**config.mk**
```make
export PLATFORM = sky130hd
export DESIGN_NAME = mdm_loopback_ctl
export DESIGN_NICKNAME = d
export VERILOG_FILES = /design/src/rtl/mdm_pkg.sv /design/src/rtl/mdm_ctrl_reg.sv /design/src/rtl/mdm_in_sync.sv /design/src/rtl/mdm_path_mux.sv /design/src/rtl/mdm_loopback_ctl.sv
export SDC_FILE = /design/constraint.sdc
export NUM_CORES = 1
export LEC_CHECK = 0
export BUFFER_PORTS_ARGS = -buffer_cell sky130_fd_sc_hd__buf_2
export CORE_MARGIN = 2
export CORE_UTILIZATION = 29
export DETAILED_ROUTE_END_ITERATION = 6
export GPL_TIMING_DRIVEN = 0
export HOLD_SLACK_MARGIN = 0.12
export PLACE_DENSITY = 0.64
export SYNTH_ARGS = -nofsm -noshare
export SYNTH_HDL_FRONTEND = slang
export SYNTH_HIERARCHICAL = 1
export SYNTH_SLANG_ARGS = --single-unit
```
**constraint.sdc**
```tcl
create_clock -name clk -period 0.8 [get_ports clk]
set_input_delay 0 -clock clk [delete_from_list [all_inputs] [get_ports clk]]
set_output_delay 0 -clock clk [all_outputs]
set_load 0.1 [all_outputs]
```
**src/rtl/mdm_pkg.sv**
```systemverilog
package mdm_pkg;
   localparam int CTRL_W   = 5;
   localparam int MDM_W    = 4;
   localparam int BIT_DTR  = 0;
   localparam int BIT_RTS  = 1;
   localparam int BIT_OUT1 = 2;
   localparam int BIT_OUT2 = 3;
   localparam int BIT_LOOP = 4;

   // Active-high modem status, CTS in the low bit.
   typedef struct packed {
      logic dcd;
      logic ri;
      logic dsr;
      logic cts;
   } mdm_stat_t;
endpackage

```
**src/rtl/mdm_ctrl_reg.sv**
```systemverilog
module mdm_ctrl_reg
   import mdm_pkg::*;
#(
   parameter int WIDTH = CTRL_W
) (
   input  logic             clk,
   input  logic             rst_n,
   input  logic [WIDTH-1:0] d,
   output logic [WIDTH-1:0] q
);
   if (WIDTH < CTRL_W) begin : g_width_bad
      $error("mdm_ctrl_reg: WIDTH must cover all control bits");
   end

   always_ff @(posedge clk or negedge rst_n) begin
      if (!rst_n) q <= '0;
      else        q <= d;
   end
endmodule

```
**src/rtl/mdm_in_sync.sv**
```systemverilog
module mdm_in_sync #(
   parameter int           WIDTH  = 4,
   parameter int           STAGES = 2,
   parameter logic [WIDTH-1:0] RST_VAL = '1
) (
   input  logic             clk,
   input  logic             rst_n,
   input  logic [WIDTH-1:0] d,
   output logic [WIDTH-1:0] q
);
   localparam int LAST = (STAGES > 0) ? STAGES - 1 : 0;

   if (STAGES < 0 || STAGES > 4) begin : g_depth_bad
      $error("mdm_in_sync: STAGES must be 0..4");
   end

   if (STAGES == 0) begin : g_thru
      assign q = d;
   end else begin : g_chain
      logic [WIDTH-1:0] stg [STAGES];
      always_ff @(posedge clk or negedge rst_n) begin
         if (!rst_n) stg[0] <= RST_VAL;
         else        stg[0] <= d;
      end
      for (genvar i = 1; i < STAGES; i++) begin : g_stage
         always_ff @(posedge clk or negedge rst_n) begin
            if (!rst_n) stg[i] <= RST_VAL;
            else        stg[i] <= stg[i-1];
         end
      end
      assign q = stg[LAST];
   end
endmodule

```
**src/rtl/mdm_path_mux.sv**
```systemverilog
module mdm_path_mux
   import mdm_pkg::*;
(
   input  logic [CTRL_W-1:0] ctrl_q,
   input  logic [MDM_W-1:0]  pin_s_n,
   input  logic              tx_ser,
   input  logic              rx_pin,
   input  logic              irq_req,
   output logic              tx_pin,
   output logic              rx_core,
   output logic              dtr_n,
   output logic              rts_n,
   output mdm_stat_t         stat,
   output logic              irq_out,
   output logic              irq_oe
);
   logic      loop;
   mdm_stat_t stat_ext;
   mdm_stat_t stat_loop;

   assign loop = ctrl_q[BIT_LOOP];

   // Serial path: the pin idles at mark while the shifter output is looped back.
   assign tx_pin  = loop ? 1'b1   : tx_ser;
   assign rx_core = loop ? tx_ser : rx_pin;

   // Handshake outputs rest at their inactive level in loopback.
   assign dtr_n = loop | ~ctrl_q[BIT_DTR];
   assign rts_n = loop | ~ctrl_q[BIT_RTS];

   assign stat_ext = mdm_stat_t'(~pin_s_n);

   always_comb begin
      stat_loop     = '0;
      stat_loop.cts = ctrl_q[BIT_RTS];
      stat_loop.dsr = ctrl_q[BIT_DTR];
      stat_loop.ri  = ctrl_q[BIT_OUT1];
      stat_loop.dcd = ctrl_q[BIT_OUT2];
   end

   assign stat = loop ? stat_loop : stat_ext;

   assign irq_oe  = ctrl_q[BIT_OUT2];
   assign irq_out = irq_req & ctrl_q[BIT_OUT2];
endmodule

```
**src/rtl/mdm_loopback_ctl.sv**
```systemverilog
module mdm_loopback_ctl
   import mdm_pkg::*;
#(
   parameter int SYNC_STAGES = 2
) (
   input  logic              clk,
   input  logic              rst_n,
   input  logic [CTRL_W-1:0] ctrl_in,
   input  logic              tx_ser,
   input  logic              rx_pin,
   input  logic              cts_n,
   input  logic              dsr_n,
   input  logic              ri_n,
   input  logic              dcd_n,
   input  logic              irq_req,
   output logic              tx_pin,
   output logic              rx_core,
   output logic              dtr_n,
   output logic              rts_n,
   output logic [MDM_W-1:0]  stat,
   output logic              irq_out,
   output logic              irq_oe
);
   logic [CTRL_W-1:0] ctrl_q;
   logic [MDM_W-1:0]  pin_n;
   logic [MDM_W-1:0]  pin_s_n;
   mdm_stat_t         stat_s;

   assign pin_n = {dcd_n, ri_n, dsr_n, cts_n};

   mdm_ctrl_reg #(.WIDTH(CTRL_W)) u_ctrl (
      .clk   (clk),
      .rst_n (rst_n),
      .d     (ctrl_in),
      .q     (ctrl_q)
   );

   mdm_in_sync #(.WIDTH(MDM_W), .STAGES(SYNC_STAGES), .RST_VAL('1)) u_sync (
      .clk   (clk),
      .rst_n (rst_n),
      .d     (pin_n),
      .q     (pin_s_n)
   );

   mdm_path_mux u_mux (
      .ctrl_q  (ctrl_q),
      .pin_s_n (pin_s_n),
      .tx_ser  (tx_ser),
      .rx_pin  (rx_pin),
      .irq_req (irq_req),
      .tx_pin  (tx_pin),
      .rx_core (rx_core),
      .dtr_n   (dtr_n),
      .rts_n   (rts_n),
      .stat    (stat_s),
      .irq_out (irq_out),
      .irq_oe  (irq_oe)
   );

   assign stat = stat_s;

   assert_dtr_drive_R1: assert property (@(posedge clk) disable iff (!rst_n)
      !ctrl_in[BIT_LOOP] |=> dtr_n == !$past(ctrl_in[BIT_DTR]));

   assert_rts_drive_R2: assert property (@(posedge clk) disable iff (!rst_n)
      !ctrl_in[BIT_LOOP] |=> rts_n == !$past(ctrl_in[BIT_RTS]));

   assert_irq_gate_R4: assert property (@(posedge clk) disable iff (!rst_n)
      !ctrl_in[BIT_OUT2] |=> !irq_oe && !irq_out);

   assert_tx_mark_R5: assert property (@(posedge clk) disable iff (!rst_n)
      ctrl_in[BIT_LOOP] |=> tx_pin);

   assert_rx_loop_R6: assert property (@(posedge clk) disable iff (!rst_n)
      ctrl_in[BIT_LOOP] |=> rx_core == tx_ser);

   assert_stat_cross_R7: assert property (@(posedge clk) disable iff (!rst_n)
      ctrl_in[BIT_LOOP] |=> stat == {$past(ctrl_in[BIT_OUT2]), $past(ctrl_in[BIT_OUT1]),
                                     $past(ctrl_in[BIT_DTR]), $past(ctrl_in[BIT_RTS])});

   assert_pins_idle_R8: assert property (@(posedge clk) disable iff (!rst_n)
      ctrl_in[BIT_LOOP] |=> dtr_n && rts_n);
endmodule

```
==> metrics.yaml, run 1 <==
power:
  total_leakage_power_nw: 0.429
  ir_drop_mv: 0.923
  power-per-cell-area_nw_per_um2: 1770
  seq_power_share: 0.435
  combPwrFrac: 0.341
  clkPwrFrac: 0.224
  swShare: 0.321
  power.switching_w: 0.000536
  p_int_w: 0.00113
die:
  coreArea_um2: 1490
  initial_utilization: 0.303
  rows: 14
  die_height_um: 43.5
  die_x_um: 43.5
  die-area_um2: 1890
  pin_count: 24
placement:
  portBuffers: 23
  dpl-instance-area_um2: 642
  pre_cts_ws_ps: -345
  place.gp.congestion: 0.595
cells_and_area:
  syn_to_final_growth_pct: 109
  layout.nets: 85
  fin_area_um2: 942
  final_common_cell: "buf_2"
  final_util: 0.633
  mostFrequentLayoutCells: "buf_2, dlygate4sd3_1, buf_12"
  regArea_um2: 337
  nFillCells: 119
  diodes: 0
  drive_gt1_frac: 0.743
  multi_input_area_um2: 139
synthesis:
  netlist_area_um2: 452
  ys_seq_area_frac: 0.742
  synth_area_per_cell_um2: 14.1
  syn_inst: 32
  yosysWarnings: 6
  ys_ff_latch: 13
  ys_types: 9
  syn-num-nets: 46
worst_setup_path:
  critical_path_peak_fanout: 4
  path_delay_family: "flip-flops"
  r2r_setup_slack_ps: 230
  r2r_start: "u_sync/g_chain.stg[6]$_DFF_PN1_"
  worst-path-buf-inv: 1
  crit_chain: "mux2_2 -> buf_6"
  arrival_ps: 1200
  worstSetupStartpoint: "u_ctrl/q[4]$_DFF_PN0_"
  crit_slowest_cell: "dfrtp_2"
  cp_data_required_time_ps: 800
  end_kind: "primary output"
  critPathMaxStageDelay_ps: 400
  startpoint_type: "register"
  rr_endpoint: "u_sync/q[2]$_DFF_PN1_"
  reg2reg_depth: 0
  worstSetupPathType: "reg2out"
clocking:
  cts_tree: "yes"
  clockBufferDepth: 2
  numCtsBuffers: 3
  postCtsSetupRepairBufs: 0
  cts_sinks: 13
  insertion_delay_ps: 260
  htree_num_levels: 1
  cts_root_buffer: "clkbuf_4"
  clk_pin_slew_ps: 70
sta:
  finalCritPeriodShare: 1.49
  finalCriticalPeriod_ps: 1200
  slew_headroom: 0.818
  max_freq_mhz: 836
  finalHoldViolations: 0
  max_slew.worst_pin.slew_ps: 274
  slew_violations: 0
  setup_violations: 10
  rsz0062_at_grt: "yes"
  skew_ps: 4.69
  worst_slack_ps: -396
route:
  first_pass_iters: 1
  wl_per_cell_um: 9.98
  wl_um: 858
  vias_per_cell: 4.03
  drtAntennaViolNets: 0
  drc_errors: 0
  vias: 347
  drt-initial-drc-count: 0
status:
  violations: "negative setup slack"
  status: "complete, but fails checks"
global_routing:
  grt_max_degree: 14
  grt_first_pass_wirelength_mm: 1.43
  grt-ovfl-total: 0
  grt.total_usage: 0.106
  antenna_found_initial: 0
  grt_pass1_vias: 347
worst_hold_path:
  hold_path.class: "in2async"
job:
  drv_cap: 0
-- registers in the layout, indices dropped and copies added (netlist names) --
name / count
u_sync/g_chain.stg: 4
u_sync/q: 4
u_ctrl/q: 5
-- worst max-delay path by stage --
stage	end	slack (ps)	depth (start not counted)
6_report	rx_core	-400	2
3_5_place_dp	stat[0]	-340	4
2_1_floorplan	stat[0]	-270	2
5_1_grt	rx_core	-450	2
3_3_place_gp	stat[2]	-320	4
4_1_cts	stat[0]	-410	4
-- repair_timing --
action,4_1_cts,5_1_grt
endpoints found under the setup margin,10,10
cloned,0,1
hold endpoints to repair,22,0
resized for setup,36,12
pin swaps,1,0
hold buffers,10,0
-- through the flow --
| step | setup TNS (ps) | cells | hold WS (ps) | total power (W) |
|---|---|---|---|---|
| after floorplan | -1880 | 32 | -296 | 0.00106 |
| after detailed placement | -2400 | 71 | -111 | 0.00114 |
| after global placement | -2230 | 71 | -115 | 0.00113 |
| after global routing | -3910 | 86 | 136 | 0.00175 |
| after CTS | -3490 | 85 | 128 | 0.00166 |
| final | -3270 | 86 | 136 | 0.00167 |
-- final cells by class --
cell class,count,area share
multi-input combinational,13,0.147
sequential,13,0.357
timing repair buffer,34,0.390
tap,16,0.0212
buffer,6,0.0558
clock buffer,4,0.0279
-- power groups by stage --
stage	clock network [W]	logic [W]	registers, W
finish	0.000374	0.000569	0.000726
global route	0.000435	0.000590	0.000729
CTS	0.000394	0.000546	0.000721
detailed placement	0	0.000403	0.000732
global placement	0	0.000399	0.000730
floorplan	0	0.000329	0.000728
-- cell families after synthesis --
family                 count (synthesis)  share of synthesized area
buffers and inverters                  6                     0.0997
AO/OA/AOI/OAI                          4                     0.0443
multiplexers                           1                     0.0249
flip-flops                            13                      0.742
AND/OR/NAND/NOR                        8                     0.0886
-- cells in the mapped netlist, drive strengths merged --
cell type  n  area share
and2       1       0.014
buf        6        0.10
dfrtp      5        0.28
dfstp      8        0.47
mux2       1       0.025
nand2      4       0.033
nand2b     2       0.028
o21ai      4       0.044
or2        1       0.014
-- routing by layer --
layer	track usage	up-vias	wire (um)
met5	0	-	0
met4	0.0727	0	0
met3	0.0250	0	38
met2	0.176	14	539
met1	0.119	163	280
li1	-	170	-
Note: power is estimated with default switching activity, not from simulation.
==> inputs of run 2 (changes only) <==
ABC_AREA = 0   (was unset)
CORE_AREA = 2 2 39 41   (was unset)
CORE_MARGIN = unset   (was 2)
CORE_UTILIZATION = unset   (was 29)
DIE_AREA = 0 0 41 43   (was unset)
PLACE_DENSITY = 0.72   (was 0.64)
==> metrics.yaml, run 2 (synthesized netlist as in run 1, its figures left out) <==
worst_setup_path:
  crit_slowest_cell: "dfrtp_2"  # unchanged
  arrival_ps: 1190  # was 1200 ps
  worstSetupPathType: "reg2out"  # unchanged
  end_kind: "primary output"  # unchanged
  crit_chain: "buf_6 -> o21ai_4 -> buf_12"  # was mux2_2 -> buf_6
  critical_path_peak_fanout: 5  # was 4
  critPathMaxStageDelay_ps: 440  # was 400 ps
  startpoint_type: "register"  # unchanged
  cp_data_required_time_ps: 800  # about the same
cells_and_area:
  fin_area_um2: 946  # was 942 um2
  largest_register_ffs: 5  # unchanged
  final_common_cell: "buf_2"  # unchanged
  layout.nets: 85  # unchanged
  mostFrequentLayoutCells: "buf_2, dlygate4sd3_1, buf_12"  # unchanged
  regMostFlops: "u_ctrl/q"  # unchanged
  final_util: 0.684  # was 0.633
  drive_gt1_frac: 0.743  # unchanged
  diodes: 0  # unchanged
  syn_to_final_growth_pct: 109  # about the same
  reg_top3: "u_ctrl/q: 5 flops, u_sync/g_chain.stg: 4 flops, u_sync/q: 4 flops"  # unchanged
  nFillCells: 97  # was 119
clocking:
  htree_num_levels: 1  # unchanged
  cts_sinks: 13  # unchanged
  cts_root_buffer: "clkbuf_4"  # unchanged
  insertion_delay_ps: 260  # about the same
  cts_tree: "yes"  # unchanged
  clockBufferDepth: 2  # unchanged
  numCtsBuffers: 3  # unchanged
  clk_pin_slew_ps: 70  # about the same
worst_hold_path:
  hold_path.class: "in2async"  # unchanged
sta:
  max_slew.worst_pin.slew_ps: 268  # was 274 ps
  holdWs_ps: 153  # was 136 ps
  finalHoldViolations: 0  # unchanged
  slew_headroom: 0.821  # was 0.818
  skew_ps: 0.160  # was 4.69 ps
  slew_violations: 0  # unchanged
  worst_slack_ps: -394  # was -396 ps
  rsz0062_at_grt: "yes"  # unchanged
  finalCritPeriodShare: 1.49  # about the same
  setup_violations: 10  # unchanged
  max_freq_mhz: 838  # was 836 MHz
  finalCriticalPeriod_ps: 1190  # was 1200 ps
power:
  total_leakage_power_nw: 0.433  # was 0.429 nW
  total_power_w: 0.00167  # about the same
  ir_drop_mv: 1.22  # was 0.923 mV
  power-per-cell-area_nw_per_um2: 1770  # about the same
route:
  drc_errors: 0  # unchanged
  vias_per_cell: 3.80  # was 4.03
  drt-initial-drc-count: 2  # was 0
  drtAntennaViolNets: 0  # unchanged
  first_pass_iters: 2  # was 1
  wl_um: 864  # was 858 um
  vias: 327  # was 347
  wl_per_cell_um: 10.0  # was 9.98 um
global_routing:
  grt-ovfl-total: 0  # unchanged
  grt_max_degree: 14  # unchanged
  grt_first_pass_wirelength_mm: 1.19  # was 1.43 mm
  grt.total_usage: 0.106  # about the same
  antenna_found_initial: 0  # unchanged
  grt_pass1_vias: 299  # was 347
status:
  status: "complete, but fails checks"  # unchanged
  violations: "negative setup slack"  # unchanged
die:
  rows: 14  # unchanged
  pin_count: 24  # unchanged
  coreArea_um2: 1380  # was 1490 um2
  initial_utilization: 0.326  # was 0.303
  die-area_um2: 1760  # was 1890 um2
  die_x_um: 41  # was 43.5 um
  die_height_um: 43  # was 43.5 um
placement:
  dpl-instance-area_um2: 642  # unchanged
  pre_cts_ws_ps: -349  # was -345 ps
  portBuffers: 23  # unchanged
  place.gp.congestion: 0.577  # was 0.595
job:
  drv_cap: 0  # unchanged
## run 2: cell types whose count changed in the layout (fill, tap and decap cells not counted)
cell,before,now
mux2_2,1,0
mux2_4,0,1
## run 2: per-layer routing
layer  up-vias  wire length [um]  global-route usage
met3         0                37              0.0157
met4         0                 0              0.0800
met2        14               498               0.163
met1       143               328               0.126
met5         -                 0                   0
li1        170                 -                   -
## run 2: critical path: cells and delay by family (launching register included)
kind | cells | cell delay (ps)
compound gates | 1 | 150
flops | 1 | 440
buf+inv | 2 | 340
## run 2: cell type report
| class | instances | area [um2] | share of cell area |
|---|---|---|---|
| tap | 16 | 20.0 | 0.0212 |
| sequential | 13 | 337 | 0.356 |
| multi-input combinational | 13 | 143 | 0.151 |
| timing repair buffer | 34 | 368 | 0.389 |
| buffer | 6 | 52.6 | 0.0556 |
| clock buffer | 4 | 26.3 | 0.0278 |
## run 2: timing repair
item	4_1_cts	5_1_grt
setup endpoints to repair	10	10
setup buffers	0	0
resized for setup	34	15
endpoints found under the hold margin	22	0
gates cloned	0	1
hold buffers	10	0
## run 2: where the power goes
group          leakage [nW]  internal (W)  total [W]  switching [W]
clock network        0.0150      0.000193   0.000374       0.000181
registers             0.141      0.000707   0.000725      0.0000184
logic                 0.276      0.000238   0.000576       0.000337
## run 2: worst paths after layout
check	from	to	slack, ps	cells after the start
max	u_ctrl/q[4]$_DFF_PN0_	stat[1]	-390	3
min	rst_n	u_ctrl/q[2]$_DFF_PN0_	150	2
max reg2reg	u_sync/g_chain.stg[6]$_DFF_PN1_	u_sync/q[2]$_DFF_PN1_	230	0
min reg2reg	u_sync/g_chain.stg[7]$_DFF_PN1_	u_sync/q[3]$_DFF_PN1_	360	0
max in group asynchronous	rst_n	u_sync/g_chain.stg[4]$_DFF_PN1_	380	2
min in group clk	u_sync/g_chain.stg[7]$_DFF_PN1_	u_sync/q[3]$_DFF_PN1_	360	0
## run 2: through the flow
step	std cells	setup TNS, ps
4_1_cts	85	-3560
2_1_floorplan	32	-1880
6_report	86	-3310
5_1_grt	86	-3680
3_5_place_dp	71	-2390
3_3_place_gp	71	-2310
